<file path="src/rtl/wsq_pkg.sv">
package wsq_pkg;
  typedef enum logic [2:0] {
    PH_IDLE = 3'd0,
    PH_T1   = 3'd1,
    PH_T2   = 3'd2,
    PH_T3   = 3'd3,
    PH_TW   = 3'd4,
    PH_T4   = 3'd5
  } phase_e;
endpackage

</file>
<file path="src/rtl/wsq_wait_decode.sv">
module wsq_wait_decode #(
  parameter int CNT_W = 4
) (
  input  logic [2:0]       code,
  input  logic             wide,
  output logic [CNT_W-1:0] waits
);
  always_comb begin
    if (wide && code[2]) begin
      case (code[1:0])
        2'd0:    waits = CNT_W'(5);
        2'd1:    waits = CNT_W'(7);
        2'd2:    waits = CNT_W'(9);
        default: waits = CNT_W'(15);
      endcase
    end else begin
      waits = CNT_W'(code[1:0]);
    end
  end
endmodule

</file>
<file path="src/rtl/wsq_sync.sv">
module wsq_sync #(
  parameter int STAGES = 2
) (
  input  logic clk,
  input  logic rst_n,
  input  logic d,
  output logic q
);
  logic [STAGES-1:0] sh;

  always_ff @(posedge clk) begin
    if (!rst_n) sh <= '0;
    else        sh <= {sh[STAGES-2:0], d};
  end

  assign q = sh[STAGES-1];
endmodule

</file>
<file path="src/rtl/wsq_fsm.sv">
module wsq_fsm
  import wsq_pkg::*;
#(
  parameter int CNT_W = 4
) (
  input  logic             clk,
  input  logic             rst_n,
  input  logic             start,
  input  logic [CNT_W-1:0] waits_in,
  input  logic             need_in,
  input  logic             rdy,
  output phase_e           phase
);
  phase_e           ph, ph_n;
  logic [CNT_W-1:0] cnt, cnt_n;
  logic             need_q, need_n;
  logic             first_q, first_n;
  logic             got_q, got_n;

  always_comb begin
    ph_n    = ph;
    cnt_n   = cnt;
    need_n  = need_q;
    first_n = first_q;
    got_n   = got_q;
    case (ph)
      PH_IDLE: begin
        if (start) begin
          ph_n    = PH_T1;
          cnt_n   = waits_in;
          need_n  = need_in;
          got_n   = 1'b0;
          first_n = 1'b0;
        end
      end
      PH_T1: ph_n = PH_T2;
      PH_T2: ph_n = PH_T3;
      PH_T3: begin
        if (cnt != '0) begin
          ph_n    = PH_TW;
          first_n = 1'b1;
        end else if (!need_q || rdy) begin
          ph_n  = PH_T4;
          got_n = 1'b1;
        end else begin
          ph_n    = PH_TW;
          first_n = 1'b0;
        end
      end
      PH_TW: begin
        first_n = 1'b0;
        if (need_q && !got_q) begin
          if (rdy) begin
            got_n = 1'b1;
            if (first_q) begin
              if (cnt <= CNT_W'(1)) ph_n = PH_T4;
              else                  cnt_n = cnt - CNT_W'(1);
            end else begin
              cnt_n = (cnt > CNT_W'(1)) ? cnt - CNT_W'(1) : CNT_W'(1);
            end
          end else begin
            cnt_n = (cnt == '0) ? '0 : cnt - CNT_W'(1);
          end
        end else begin
          if (cnt <= CNT_W'(1)) ph_n = PH_T4;
          else                  cnt_n = cnt - CNT_W'(1);
        end
      end
      PH_T4:   ph_n = PH_IDLE;
      default: ph_n = PH_IDLE;
    endcase
  end

  always_ff @(posedge clk) begin
    if (!rst_n) begin
      ph      <= PH_IDLE;
      cnt     <= '0;
      need_q  <= 1'b0;
      first_q <= 1'b0;
      got_q   <= 1'b0;
    end else begin
      ph      <= ph_n;
      cnt     <= cnt_n;
      need_q  <= need_n;
      first_q <= first_n;
      got_q   <= got_n;
    end
  end

  assign phase = ph;

  AST_T1_ONLY_FROM_IDLE: assert property (@(posedge clk) disable iff (!rst_n)
    (ph == PH_T1) |-> ($past(ph) == PH_IDLE));
  AST_PROG_WAITS_RUN: assert property (@(posedge clk) disable iff (!rst_n)
    (ph == PH_TW && cnt > CNT_W'(1)) |=> (ph == PH_TW));
  AST_HOLD_WITHOUT_READY: assert property (@(posedge clk) disable iff (!rst_n)
    (ph == PH_TW && need_q && !got_q && !rdy) |=> (ph == PH_TW));
  AST_LATE_READY_EXTRA: assert property (@(posedge clk) disable iff (!rst_n)
    (ph == PH_TW && need_q && !got_q && !first_q && rdy) |=> (ph == PH_TW));
  AST_NO_NEED_NO_WAIT: assert property (@(posedge clk) disable iff (!rst_n)
    (ph == PH_T3 && !need_q && cnt == '0) |=> (ph == PH_T4));
  AST_T4_TO_IDLE: assert property (@(posedge clk) disable iff (!rst_n)
    (ph == PH_T4) |=> (ph == PH_IDLE));
endmodule

</file>
<file path="src/rtl/wsq_top.sv">
module wsq_top
  import wsq_pkg::*;
#(
  parameter int CNT_W       = 4,
  parameter int SYNC_STAGES = 2
) (
  input  logic       clk,
  input  logic       rst_n,
  input  logic       cyc_start,
  input  logic [2:0] wait_code,
  input  logic       wait_wide,
  input  logic       rdy_req,
  input  logic       pcb_hit,
  input  logic       rdy_src_sync,
  input  logic       rdy_async,
  input  logic       rdy_sync,
  output logic [2:0] bus_phase,
  output logic       wait_ins,
  output logic       cyc_done
);
  logic [CNT_W-1:0] dec_waits;
  logic [CNT_W-1:0] eff_waits;
  logic             async_s;
  logic             rdy_eff;
  logic             need;
  phase_e           phase;

  wsq_wait_decode #(.CNT_W(CNT_W)) u_dec (
    .code  (wait_code),
    .wide  (wait_wide),
    .waits (dec_waits)
  );

  wsq_sync #(.STAGES(SYNC_STAGES)) u_sync (
    .clk   (clk),
    .rst_n (rst_n),
    .d     (rdy_async),
    .q     (async_s)
  );

  assign rdy_eff   = rdy_src_sync ? rdy_sync : async_s;
  assign need      = rdy_req && !pcb_hit;
  assign eff_waits = pcb_hit ? '0 : dec_waits;

  wsq_fsm #(.CNT_W(CNT_W)) u_fsm (
    .clk      (clk),
    .rst_n    (rst_n),
    .start    (cyc_start),
    .waits_in (eff_waits),
    .need_in  (need),
    .rdy      (rdy_eff),
    .phase    (phase)
  );

  assign bus_phase = phase;
  assign wait_ins  = (phase == PH_TW);
  assign cyc_done  = (phase == PH_T4);

  AST_DONE_SINGLE: assert property (@(posedge clk) disable iff (!rst_n)
    cyc_done |=> !cyc_done);
  AST_WAIT_NOT_DONE: assert property (@(posedge clk) disable iff (!rst_n)
    !(wait_ins && cyc_done));
endmodule

</file>
<file path="config.mk">
export PLATFORM = sky130hd
export DESIGN_NAME = wsq_top
export DESIGN_NICKNAME = d
export VERILOG_FILES = /design/src/rtl/wsq_pkg.sv /design/src/rtl/wsq_wait_decode.sv /design/src/rtl/wsq_sync.sv /design/src/rtl/wsq_fsm.sv /design/src/rtl/wsq_top.sv
export SDC_FILE = /design/constraint.sdc
export NUM_CORES = 1
export LEC_CHECK = 0
export BUFFER_PORTS_ARGS = -buffer_cell sky130_fd_sc_hd__buf_2
export CAP_MARGIN = 10
export CORE_ASPECT_RATIO = 0.8
export CORE_MARGIN = 2
export CORE_UTILIZATION = 35
export CTS_CLUSTER_DIAMETER = 60
export DETAILED_ROUTE_END_ITERATION = 16
export HOLD_SLACK_MARGIN = 0.03
export PLACE_DENSITY = 0.65
export SYNTH_ARGS = -nofsm -noshare
export SYNTH_HDL_FRONTEND = slang
export SYNTH_SLANG_ARGS = --single-unit
</file>
<file path="constraint.sdc">
create_clock -name clk -period 2.5 [get_ports clk]
set_clock_uncertainty 0.1 [all_clocks]
set_input_delay 0.375 -clock clk [delete_from_list [all_inputs] [get_ports clk]]
set_output_delay 0.375 -clock clk [all_outputs]
set_load 0.05 [all_outputs]
</file>
### Word-level counts from Yosys, hierarchy flattened

Cells that the tools add are included.

| word-level totals | value |
|---|---|
| register bits after elaboration | 12 |
| input port bits | 12 |
| output and inout bits | 5 |
| logic and storage cells | 71 |

| cells by class | value |
|---|---|
| add/sub/neg operators | 1 |
| eq/ne operators | 15 |
| reductions and logical operators | 18 |
| order comparisons | 2 |
| multiplexer cells | 29 |

Operators by type and width:

| kind | count |
|---|---|
| 4-bit 2-to-1 mux | 9 |
| 3-bit 2-to-1 mux | 6 |
| 3-bit case mux with 5 select lines | 1 |
| 4-bit case mux with 3 select lines | 1 |
| 1-bit 2-to-1 mux | 9 |
| 3-bit by 2-bit inequality test with 1-bit output, second input constant | 3 |
| 4-bit case mux with 2 select lines | 1 |
| 3-bit by 2-bit == test with 1-bit output, second input constant | 2 |
| 3-bit == test, second input constant | 2 |
| 2-bit by 1-bit inequality test with 1-bit output, second input constant | 3 |
| 1-bit case mux with 3 select lines | 2 |
| 3-bit AND reduction | 2 |
| 6-bit AND reduction | 1 |
| 4-bit by 1-bit > comparator with 1-bit output, second input constant | 1 |
| 4-bit by 1-bit less-or-equal comparator with 1-bit output, second input constant | 1 |
| 4-bit logical NOT | 1 |
| 2-bit inequality test, second input constant | 2 |
| 2-bit AND reduction | 2 |
| 4-bit nonzero test | 1 |
| 4-bit by 1-bit subtractor with 4-bit output, second input constant | 1 |
| 3-bit by 1-bit == test with 1-bit output, second input constant | 1 |
| 1-bit logical AND | 3 |
| 1-bit logical NOT | 3 |
| 3-bit logical NOT | 1 |
| 6 further kinds | 6 |

### Logic depth before layout (Yosys ltp)

| depth | value |
|---|---|
| depth after elaboration | 6 |
| depth in mapped cells | 8 |
| mapped depth without buffers | 8 |

### Cells and area by module

Synthesis repeated with hierarchy kept, for this count alone.

| unflattened totals | value |
|---|---|
| cell total of the unflattened synthesis | 109 |
| area total of the unflattened synthesis | 882.1 um^2 |

Modules (own cells, without submodules):

| module | seq. area each (um^2) | instances | cells an instance | area an instance (um^2) |
|---|---|---|---|---|
| wsq_fsm | 200.2 | 1 | 91 | 724.4 |
| wsq_top | 0.0 | 1 | 8 | 63.8 |
| wsq_sync | 40.0 | 1 | 4 | 52.6 |
| wsq_wait_decode | 0.0 | 1 | 6 | 41.3 |

### Worst setup path before layout

Ideal clock, no wire load.

| path | value |
|---|---|
| path kind | register -> register |
| start point | register u_fsm.ph[2], in the netlist u_fsm.phase[2] |
| end point | register u_fsm.cnt[1] |
| data arrival time | 1718 ps |
| setup time | 126 ps |
| data required time | 2274 ps |
| path buffers | 1 |
| slack | 557 ps |
| cell stages (with the launch flop) | 7 |
| period minus slack after synthesis | 1943 ps |
| path through | dfxtp_1 -> buf_4 -> or3b_4 -> clkinv_4 -> nor2_1 -> a22oi_1 -> o22ai_1 |

| between the ends | value |
|---|---|
| word-level cells in the longest chain between the ends | 3 |
| elaborated cells on any way between the ends | 6 |
| those cells by class | eq/ne (2); mux (1); reduce/logical (3) |

RTL lines:

| item | line | source |
|---|---|---|
| from (decl) | wsq_fsm.sv:14 | `phase_e ph, ph_n;` |
| from (signal assigned) | wsq_fsm.sv:82 | `ph <= ph_n;` |
| 3-bit == test (*) | n/a |  |
| via wait_ins | wsq_top.sv:18 | `output logic wait_ins,` |
| 2-bit nonzero test (no line) | n/a |  |
| 2-bit AND reduction (no line) | n/a |  |
| to (signal assigned) | wsq_fsm.sv:83 | `cnt <= cnt_n;` |
| to (decl) | wsq_fsm.sv:15 | `logic [CNT_W-1:0] cnt, cnt_n;` |

The timed path passes the listed nets; every way through them passes the cells marked *.
A chain may end at the register's enable or synchronous reset.

### Final worst setup path

| path | value |
|---|---|
| start point | register u_fsm.ph[2], in the netlist u_fsm.phase[2] |
| end point | output port wait_ins |

| between the ends | value |
|---|---|
| word-level cells in the longest chain between the ends | 1 |

RTL lines:

| item | line | source |
|---|---|---|
| 3-bit == test | wsq_top.sv:56 | `assign wait_ins = (phase == PH_TW);` |
| to (decl) | wsq_top.sv:18 |  |

Every way passes these cells.

==> impl_metrics.ini <==
[routing]
drt-met1-wl_um = 806
wl_met2_um = 754
wl_um = 1690
drc = 0
drtPass1Iterations = 4
num_vias = 723
wl_met3_um = 81
top_layer_used = met4
final_antenna_net_count = 0
drt_iter0_markers = 37
routed_via_density = 5.36
wl_per_cell_um = 12.5

[floorplan]
die_x_um = 56.7
initial_core_util_pct = 36.6
num_rows = 15
core_sq_mm = 0.00212
fp.dieH_um = 46.1
die_area_sq_mm = 0.00262
ios = 17

[yosys]
syn_avg_cell_area_sq_um = 8.27
yosys_warnings = 0
synth_edf_count = 0
netlist_instances = 94
ys_types = 36
synthesis.area_sq_um = 777
ys_ff_latch = 12
synthArstFlopShare_pct = 0
synth_nets = 109
seq_area_frac_synth_pct = 30.9
synth-main-ff-cell = dfxtp_1

[power_and_ir_drop]
power.density_mw_per_mm2 = 700
vdd_drop_max_mv = 0.311
leakagePower_nw = 0.358

[critical_path]
cp.depth = 3
r2r-start = u_fsm.cnt[0]
r2r_end = u_fsm.cnt[0]
startpoint = u_fsm.phase[2]
crit_chain = or3b_4 -> clkinv_4 -> buf_2
path_buf_inv = 2
cp-start-kind = flip-flop
r2r_cells = 8
end_kind = output port
crit_slowest_cell = dfxtp_1
cp.arrival_ps = 1630
worst_ep_required_time_ps = 2030
critical_path_class = reg -> out
cp_top_family = flip-flops
cpPeakStageDelay_ps = 510
r2r_setup_slack_ps = 590
critical_path.endpoint = wait_ins
crit_fanout = 10

[global_route]
grt-ovfl-total = 0
grt_usage_pct = 15.1
grt_first_pass_wirelength_um = 2920
antenna_found_initial = 0
grt_pass1_vias = 656
grt_max_degree = 13

[hold_path]
hold_path_class = in -> reg
hold_start = rdy_async

[sta]
setup_viol = 0
fin_setup_tns_ps = 0
fmax_mhz = 476
min_period_over_period_pct = 84.0
rsz0062_at_grt = false
slew_violations = 0
max_slew_margin_pct = 65.9
hold_viol = 0
holdWs_ps = 191
tightest_slew_ps = 509
finalCriticalPeriod_ps = 2100

[clock_tree]
cts.root.buffer_cell = clkbuf_4
clk_pin_slew_ps = 80
cts_tree = built
htreeDepth = 1
cts_buffers = 3
clk_latency_ps = 290
max-clock-path-buffers = 2
clkSinkCount = 12
post_cts_resize_count = 0
holdBufCountCts = 0
cts_setup_buffers = 0

[job]
maxCapViolCount = 0

[cells_and_area]
nNetsFinal = 126
antenna_cells = 0
syn2layout_area_growth_pct = 15.1
final_util_pct = 42.2
drive_gt1_share_pct = 25.5
n_fill_cell = 220

[placed_design]
io_buffers = 16
hpwlAfterDp_um = 1280
place_congestion = 0.884

[status]
status = complete, no violations
placed cells by master (no fill, tap or decap), types with 2 or more instances in the layout:
cell type,count
o211ai_1,2
buf_2,16
nand2b_1,4
clkbuf_4,3
a21oi_1,3
dfxtp_1,12
nor4_1,2
and2_1,2
nor3_1,4
nand2_1,9
nor2_1,6
inv_1,4
a31oi_1,6
o21a_1,4
o21ai_0,7
ha_1,3
nand3_1,2
mux2_2,3
metrics by stage:
step,std cells,cell area [sq um],total power [mW],setup slack [ps]
3_5_place_dp,131,858,0.468,610
5_1_grt,135,895,0.676,310
4_1_cts,135,895,0.631,387
6_report,135,895,0.626,399
3_3_place_gp,131,858,0.466,716
2_1_floorplan,94,777,0.429,557
layer usage:
metal	track usage [%]	up-vias
li1	-	377
met5	0	-
met3	6.46	6
met4	7.14	0
met1	19.4	324
met2	21.9	16
sequential cells by signal (all words and copies together) (netlist names):
name           count
u_sync.sh          2
u_fsm.phase        3
u_fsm.need_q       1
u_fsm.cnt          4
u_fsm.first_q      1
u_fsm.got_q        1
report_power, final:
group,switching (mW),total [mW],internal (mW)
Clock,0.0728,0.162,0.0888
Combinational,0.126,0.209,0.0827
Sequential,0.0400,0.256,0.216
Total,0.239,0.626,0.387
worst min path at each step:
stage	slack [ps]	cells after the start	to
6_report	190	2	u_sync.sh[0]
3_3_place_gp	320	1	u_sync.sh[1]
3_5_place_dp	330	1	u_sync.sh[1]
5_1_grt	200	2	u_sync.sh[0]
2_1_floorplan	310	1	u_sync.sh[1]
4_1_cts	180	2	u_sync.sh[0]
area by class of cell:
class                   count  area (sq um)  share of cell area [%]
clock buffers               4          36.3                    4.06
inverters                   5          23.8                    2.66
multi-input cells          73           483                    54.0
flip-flops and latches     12           240                    26.9
well taps                  25          31.3                    3.50
repair buffers             16          80.1                    8.95
Yosys cell counts, types with 2 or more instances:
| cell type | n | area, sq um |
|---|---|---|
| o21ai_0 | 7 | 35.0 |
| nor4_1 | 2 | 12.5 |
| and2_1 | 2 | 12.5 |
| nor3_1 | 4 | 20.0 |
| buf_4 | 2 | 15.0 |
| ha_1 | 3 | 37.5 |
| a31oi_1 | 6 | 37.5 |
| a21oi_1 | 3 | 15.0 |
| nand2b_1 | 4 | 25.0 |
| nand2_1 | 9 | 33.8 |
| o21a_1 | 4 | 30.0 |
| o211ai_1 | 2 | 15.0 |
| dfxtp_1 | 12 | 240 |
| inv_1 | 4 | 15.0 |
| nor2_1 | 6 | 22.5 |
| mux2_2 | 3 | 33.8 |
| nand3_1 | 2 | 10.0 |
cells by family after synthesis:
| family | Yosys count | synth area share (%) |
|---|---|---|
| AND/OR/NAND/NOR | 38 | 28.5 |
| AO/OA/AOI/OAI | 27 | 22.1 |
| flip-flops | 12 | 30.9 |
| buffers and inverters | 9 | 6.92 |
| multiplexers | 4 | 5.64 |
| adder cells (fa/ha/maj) | 3 | 4.83 |
| XOR/XNOR | 1 | 1.13 |
(Power assumes the default switching activity.)
